`src/rtl/rrip_pkg.sv`:
```
package rrip_pkg;

    typedef enum logic [1:0] {
        MODE_BASE = 2'd0,
        MODE_HIT  = 2'd1,
        MODE_MISS = 2'd2,
        MODE_BOTH = 2'd3
    } mode_e;

    typedef enum logic {
        ST_IDLE = 1'b0,
        ST_SRCH = 1'b1
    } state_e;

    typedef struct packed {
        logic  pf;
        mode_e mode;
    } miss_req_t;

    function automatic logic hit_aware(input mode_e m);
        return (m == MODE_HIT) || (m == MODE_BOTH);
    endfunction

    function automatic logic miss_aware(input mode_e m);
        return (m == MODE_MISS) || (m == MODE_BOTH);
    endfunction

endpackage

```
`src/rtl/rrip_victim_sel.sv`:
```
module rrip_victim_sel #(
    parameter int WAYS = 16,
    parameter int RW   = 2,
    localparam int WW  = $clog2(WAYS)
) (
    input  logic [WAYS*RW-1:0] rrpv_flat,
    output logic               found,
    output logic [WW-1:0]      way
);
    localparam logic [RW-1:0] RMAX = {RW{1'b1}};

    logic [WAYS-1:0] distant;

    for (genvar g = 0; g < WAYS; g++) begin : g_dist
        assign distant[g] = (rrpv_flat[g*RW +: RW] == RMAX);
    end

    always_comb begin
        way = '0;
        for (int i = WAYS - 1; i >= 0; i--) begin
            if (distant[i]) way = WW'(i);
        end
    end

    assign found = |distant;

endmodule

```
`src/rtl/rrip_state_file.sv`:
```
module rrip_state_file #(
    parameter int WAYS = 16,
    parameter int RW   = 2,
    localparam int WW  = $clog2(WAYS)
) (
    input  logic               clk,
    input  logic               rst,
    input  logic               hit_we,
    input  logic [WW-1:0]      hit_way,
    input  logic               ins_we,
    input  logic [WW-1:0]      ins_way,
    input  logic [RW-1:0]      ins_val,
    input  logic               age_en,
    output logic [WAYS*RW-1:0] rrpv_flat
);
    localparam logic [RW-1:0] RMAX = {RW{1'b1}};

    logic [RW-1:0] rr [WAYS];

    always_ff @(posedge clk) begin
        if (rst) begin
            for (int i = 0; i < WAYS; i++) rr[i] <= RMAX;
        end else if (age_en) begin
            for (int i = 0; i < WAYS; i++) rr[i] <= rr[i] + 1'b1;
        end else begin
            if (ins_we) rr[ins_way] <= ins_val;
            if (hit_we) rr[hit_way] <= '0;
        end
    end

    for (genvar g = 0; g < WAYS; g++) begin : g_flat
        assign rrpv_flat[g*RW +: RW] = rr[g];
    end

    logic any_max;
    always_comb begin
        any_max = 1'b0;
        for (int i = 0; i < WAYS; i++) any_max = any_max | (rr[i] == RMAX);
    end

    // aging is requested only when no way is distant, so no counter wraps
    a_r3_age_without_distant: assert property (@(posedge clk) disable iff (rst)
        age_en |-> !any_max);

    // every way reads distant right after reset
    a_r1_reset_all_distant: assert property (@(posedge clk) disable iff (rst)
        $past(rst) |-> (&rrpv_flat));

endmodule

```
`src/rtl/pa_rrip_ctrl.sv`:
```
module pa_rrip_ctrl
    import rrip_pkg::*;
#(
    parameter int WAYS = 16,
    parameter int RW   = 2,
    localparam int WW  = $clog2(WAYS),
    localparam int PW  = $clog2((1 << RW))
) (
    input  logic          clk,
    input  logic          rst,
    input  logic          acc_valid,
    input  logic          acc_hit,
    input  logic [WW-1:0] acc_way,
    input  logic          acc_pf,
    input  logic [1:0]    acc_mode,
    output logic          ready,
    output logic          done,
    output logic [WW-1:0] victim_way
);
    localparam logic [RW-1:0] RMAX = {RW{1'b1}};
    localparam logic [PW-1:0] PMAX = PW'((1 << RW) - 1);

    state_e             state;
    miss_req_t          req;
    logic [PW-1:0]      pass_cnt;
    logic [WAYS*RW-1:0] rrpv_flat;
    logic               found;
    logic [WW-1:0]      sel_way;

    logic          accept, hit_we, ins_we, age_en;
    logic [RW-1:0] ins_val;
    mode_e         in_mode;

    assign in_mode = mode_e'(acc_mode);
    assign ready   = (state == ST_IDLE);
    assign accept  = acc_valid && ready;
    assign hit_we  = accept && acc_hit && !(acc_pf && hit_aware(in_mode));
    assign ins_we  = (state == ST_SRCH) && found;
    assign age_en  = (state == ST_SRCH) && !found;
    assign ins_val = (req.pf && miss_aware(req.mode)) ? RMAX : RMAX - 1'b1;

    rrip_state_file #(.WAYS(WAYS), .RW(RW)) u_state (
        .clk      (clk),
        .rst      (rst),
        .hit_we   (hit_we),
        .hit_way  (acc_way),
        .ins_we   (ins_we),
        .ins_way  (sel_way),
        .ins_val  (ins_val),
        .age_en   (age_en),
        .rrpv_flat(rrpv_flat)
    );

    rrip_victim_sel #(.WAYS(WAYS), .RW(RW)) u_sel (
        .rrpv_flat(rrpv_flat),
        .found    (found),
        .way      (sel_way)
    );

    always_ff @(posedge clk) begin
        if (rst) begin
            state      <= ST_IDLE;
            req        <= '0;
            pass_cnt   <= '0;
            done       <= 1'b0;
            victim_way <= '0;
        end else begin
            done <= ins_we;
            unique case (state)
                ST_IDLE: begin
                    if (accept && !acc_hit) begin
                        state    <= ST_SRCH;
                        req.pf   <= acc_pf;
                        req.mode <= in_mode;
                        pass_cnt <= '0;
                    end
                end
                ST_SRCH: begin
                    if (found) begin
                        state      <= ST_IDLE;
                        victim_way <= sel_way;
                    end else begin
                        pass_cnt <= pass_cnt + 1'b1;
                    end
                end
                default: state <= ST_IDLE;
            endcase
        end
    end

    // after the last allowed pass a distant way must exist
    a_r3_pass_bound: assert property (@(posedge clk) disable iff (rst)
        (state == ST_SRCH && pass_cnt == PMAX) |-> found);

    // the way being filled is at the distant level when chosen
    a_r2_victim_distant: assert property (@(posedge clk) disable iff (rst)
        ins_we |-> (rrpv_flat[sel_way*RW +: RW] == RMAX));

    // done is a single-cycle pulse
    a_r9_done_pulse: assert property (@(posedge clk) disable iff (rst)
        done |=> !done);

    // a busy period only starts from an accepted miss
    a_r8_busy_from_miss: assert property (@(posedge clk) disable iff (rst)
        $fell(ready) |-> $past(acc_valid && !acc_hit));

endmodule

```
`config.mk`:
```
export PLATFORM = sky130hd
export DESIGN_NAME = pa_rrip_ctrl
export DESIGN_NICKNAME = d
export VERILOG_FILES = /design/src/rtl/rrip_pkg.sv /design/src/rtl/rrip_victim_sel.sv /design/src/rtl/rrip_state_file.sv /design/src/rtl/pa_rrip_ctrl.sv
export SDC_FILE = /design/constraint.sdc
export NUM_CORES = 1
export LEC_CHECK = 0
export BUFFER_PORTS_ARGS = -buffer_cell sky130_fd_sc_hd__buf_2
export CORE_MARGIN = 3
export CORE_UTILIZATION = 44
export CTS_CLUSTER_SIZE = 30
export DETAILED_ROUTE_END_ITERATION = 8
export SYNTH_ARGS = -nofsm -noshare
export SYNTH_HDL_FRONTEND = slang
export SYNTH_SLANG_ARGS = --single-unit
```
`constraint.sdc`:
```
create_clock -name clk -period 3.65 [get_ports clk]
set_input_delay 0.73 -clock clk [delete_from_list [all_inputs] [get_ports clk]]
set_output_delay 0.73 -clock clk [all_outputs]
set_load 0.02 [all_outputs]
```
After elaboration in Yosys (flattened, before gate mapping)

Memories as Yosys holds them, arrays and structs flattened.
Cells that the tools add are included.

Flip-flop bits (word level): 9
Memory bits (writable): 32
Input bits: 11
Output and inout bits: 6
Memories kept: 1

Add/sub/neg operators: 16
Eq/ne operators: 20
Mux-type cells: 55
Bitwise operators: 17
Reductions and logical operators: 18

Memories:

| memory     | depth | width | read ports | clocked after memory_dff | wr ports | RTL line              | text |
|---|---|---|---|---|---|---|---|
| u_state.rr | 16    | 2     | 16         | 0                        | 16       | rrip_state_file.sv:18 | `logic [RW-1:0] rr [WAYS];` |

Operator list:

| cell                                                                   | count |
|---|---|
| 4-bit 2-to-1 mux                                                       | 18 |
| 2-bit equality test (second input constant)                            | 19 |
| 2-bit 2-to-1 mux                                                       | 18 |
| 2-bit by 1-bit adder with 2-bit output (second input constant)         | 16 |
| 1-bit 2-to-1 mux                                                       | 18 |
| 1-bit bitwise OR                                                       | 16 |
| 16-bit OR reduction                                                    | 1 |
| 1-bit logical AND                                                      | 8 |
| 2-bit AND reduction                                                    | 2 |
| 2-bit OR reduction                                                     | 2 |
| 1-bit zero test                                                        | 3 |
| 2-bit by 1-bit equality test with 1-bit output (second input constant) | 1 |
| 1-bit logical OR                                                       | 2 |
| 1-bit one-hot mux with 2 select lines                                  | 1 |
| 1-bit NOT                                                              | 1 |

Logic depth before layout (Yosys ltp)

An unclocked memory read counts as a cell.

Depth in word-level cells: 20
Depth in mapped cells: 8
Gate-level depth less buffers: 7

Hierarchy

A second synthesis with hierarchy kept.

Cells, all modules: 329
Area, all modules: 2685.1 um2

Modules (own cells, without submodules):

| module          | times used | cells an instance | area each (um2) | sequential area each (um2) |
|---|---|---|---|---|
| rrip_state_file | 1          | 252               | 2070.7          | 640.6 |
| pa_rrip_ctrl    | 1          | 39                | 379.1           | 160.2 |
| rrip_victim_sel | 1          | 38                | 235.2           | 0.0 |

Worst setup path before layout

Ideal clock, no wire load.

Path kind: reg-to-reg
From: mem u_state.rr[6][0]
To: mem u_state.rr[13][0], enable pin
Library setup time: 0.327 ns
Data arrival time: 1.980 ns
Data required time: 3.323 ns
Slack: 1.343 ns
Cell stages (with the launch flop): 8
Clock period less this slack: 2.307 ns
Cells stage by stage: edfxtp_1 > ha_1 > nor2b_1 > or4_4 > a21oi_2 > o2111ai_2 > and2_4 > o21ai_0

RTL lines:

| item        | RTL line |
|---|---|
| from (decl) | rrip_state_file.sv:18 |

==> metrics.json <==
{
  "synthFlopType": "edfxtp_1",
  "grt_pass1_wl_microns": 9970,
  "initial_antenna_violation_count": 0,
  "cts-resized-gates": 0,
  "synth_top_cell_area_share_pct": 39.1,
  "ys_seq_area_share_pct": 45.6,
  "synth_xor_area_share_pct": 0,
  "timing.max_cap.violations": 0,
  "cp.arrival_ns": 2.64,
  "wire_per_inst_microns": 19.3,
  "grt_usage_pct": 20.8,
  "final.setup_skew_ns": 0.00832,
  "drtAntennaViolNets": 0,
  "drt-pass1-iter-count": 4,
  "power_frac_comb_pct": 10.2,
  "rr_startpoint": "u_state.rr[13][0]",
  "placementRows": 26,
  "min-delay-path-class": "flop to flop",
  "post_synth_instance_area_sq_um": 2460,
  "dieArea_sq_um": 6520,
  "synth_edf_count": 32,
  "grt-ovfl-total": 0,
  "placement.io_buffers": 16,
  "min-delay-start": "victim_way[1]",
  "postSynthRegisterBits": 40,
  "largest_family_of_logic_cells_by_synthesized_area": "compound AO/OA/AOI/OAI gates",
  "dr_total_vias": 1882,
  "syn_inst": 227,
  "r2r-end": "u_state.rr[6][0]",
  "final_net_count": 272,
  "clock_latency_ns": 0.29,
  "final_setup_slack_of_the_worst_path_ns": 0.986,
  "cts.htree.levels": 2,
  "cellInternalPower_uw": 674,
  "slowest_cp_cell": "nor3_2",
  "leading_area_contributor_after_synthesis": "edfxtp_1",
  "setup_violations": 0,
  "worst_hold_slack_ns": 0.488,
  "pwr-share-seq_pct": 57.0,
  "cp-start-kind": "flop",
  "worstPathRequired_ns": 3.62,
  "num_antenna_cells": 0,
  "io-pin-count": 17,
  "die_y_microns": 80.7,
  "critical_path.top_delay_family": "compound AO/OA/AOI/OAI gates",
  "crit_path_start": "u_state.rr[13][0]",
  "async_flop_share_pct": 0,
  "cts_clk_pin_slew_worst_paths_ns": 0.08,
  "setup.worst_path.class": "flop to flop",
  "maximum_single_stage_delay_on_the_critical_path_ns": 0.50,
  "slew_headroom_pct": 47.5,
  "detail_route.iter0.violations": 137,
  "cellLeakagePower_nw": 0.869,
  "postSynthAreaPerCell_sq_um": 10.8,
  "sw_frac_of_total_pct": 24.8,
  "cp.depth": 6,
  "setup_total_negative_slack_ns": 0,
  "dpl_cell_area_sq_um": 2600,
  "status": "finished clean",
  "synth_compound_area_share_pct": 22.6,
  "report.final.slew_viol_count": 0,
  "worstPathMaxFanout": 5,
  "place.detailed.hpwl_microns": 4550,
  "area_of_the_placeable_core_sq_um": 5240,
  "leading_cell_types_by_total_area_after_synthesis": "edfxtp_1, ha_1, dfxtp_1",
  "mostFrequentLayoutCells": "edfxtp_1, nor2_1, ha_1, buf_2, nand2_1",
  "worst-path-buf-inv": 0,
  "drt-vias-per-instance": 5.96,
  "rsz0062_at_grt": "false",
  "worstPathCellList": "ha_1, o311ai_0, a41oi_1, nor3_2, nor2_1, o21ai_0",
  "fin_cells": 316,
  "total_switching_power_uw": 223,
  "synthMuxAreaShare_pct": 3.67,
  "clock-sinks": 40,
  "max_clock_freq_mhz": 375,
  "reg2reg_setup_slack_ns": 0.99,
  "cts_made_buffers": 5,
  "placement.setup.worst_slack_ns": 0.794,
  "worst-slew-pin-transition_ns": 0.783,
  "hold_buffers": 0,
  "period_minus_slack_ns": 2.66,
  "placed_cells": 308,
  "maximum_number_of_pins_on_one_net_before_global_route_repair": 25,
  "final_util_pct": 51.3,
  "share_of_layout_cells_above_drive_strength_1_pct": 18.3,
  "vias_in_the_first_global_route": 1893,
  "clock-root-buffer": "clkbuf_8",
  "share_clk_of_total_power_pct": 32.7,
  "die_x_microns": 80.7,
  "final_hold_violation_count": 0,
  "syn2layout_area_growth_pct": 9.27,
  "yosysUniqueCellTypes": 52,
  "synth.net_count": 254,
  "floorplan.initialDensity_pct": 46.9,
  "synth_simple_gate_area_share_pct": 17.9,
  "route.final.wire_length_microns": 6100,
  "drcViolationCount": 0,
  "cp-end-kind": "flop",
  "synth_adder_area_share_pct": 8.15,
  "finalInstanceArea_sq_um": 2690,
  "min_to": "victim_way[1]",
  "yosysWarnings": 0,
  "worst_hold_path.num_cells": 2,
  "layout.cells.most_common": "edfxtp_1",
  "finalWeightedCongestion": 0.890,
  "power.density_nw_per_um2": 334,
  "post-route-period-util_pct": 73.0,
  "ir_worst_vdd_uv": 184,
  "number_of_buffers_between_clock_root_and_the_deepest_sink": 2,
  "reg2regPathDepth": 6,
  "total_power_uw": 897,
  "number_of_setup_buffers_added_after_cts": 0,
  "tritoncts": "done"
}
[power by group through the flow]
stage               Combinational [mW]  Clock (mW)  Sequential [mW]
finish                          0.0917       0.294            0.512
global route                     0.102       0.317            0.513
CTS                             0.0915       0.296            0.512
detailed placement              0.0909           0            0.522
global placement                0.0903           0            0.522
floorplan                       0.0618           0            0.521
[layer usage]
metal	routed length [microns]	GRT usage [%]	vias up
met2	2640	30.2	59
met5	0	0	-
met1	2950	29.8	893
li1	-	-	917
met3	353	3.77	13
met4	156	9.97	0
[worst register-to-register path, delay by kind of cell, from the launching register on]
family,cells,cell delay [ns]
adders and majority gates,1,0.27
DFF,1,0.41
and+or+nand+nor,2,0.60
AOI/OAI and AO/OA,3,1.07
[worst max-delay path by stage]
stage | to
after floorplan | u_state.rr[13][0]
after global placement | u_state.rr[0][0]
after detailed placement | u_state.rr[0][0]
after CTS | u_state.rr[2][1]
after global routing | u_state.rr[6][1]
final | u_state.rr[6][0]
[cells in the mapped netlist, drive strengths merged, types with 4 or more instances]
cell type	number
nor2b	9
mux2i	9
nor2	27
inv	4
and2	4
nand2	16
a22oi	7
edfxtp	32
o21ai	18
dfxtp	8
o22a	11
clkbuf	4
nor3	6
o32a	5
ha	16
nor4	4
a21oi	15
[registers in the layout (all words and copies together) (netlist names)]
signal and flops:
state 1, u_state.rr 32, req 2, done 1
victim_way 4
[kinds of logic after synthesis]
kind of cell,after synthesis
flip-flops,40
adder cells (fa/ha/maj),16
AO/OA/AOI/OAI,73
buffers and inverters,11
AND/OR/NAND/NOR,78
multiplexers,9
[layout make-up]
class	count	area [sq um]
inverter	4	15.0
multi-input combinational	176	1280
clock buffer	7	76.3
clock inverter	1	5.00
tap	70	87.6
timing repair buffer	18	95.1
sequential	40	1120
fill	467	2550
Note: power is estimated with default switching activity, not from simulation.
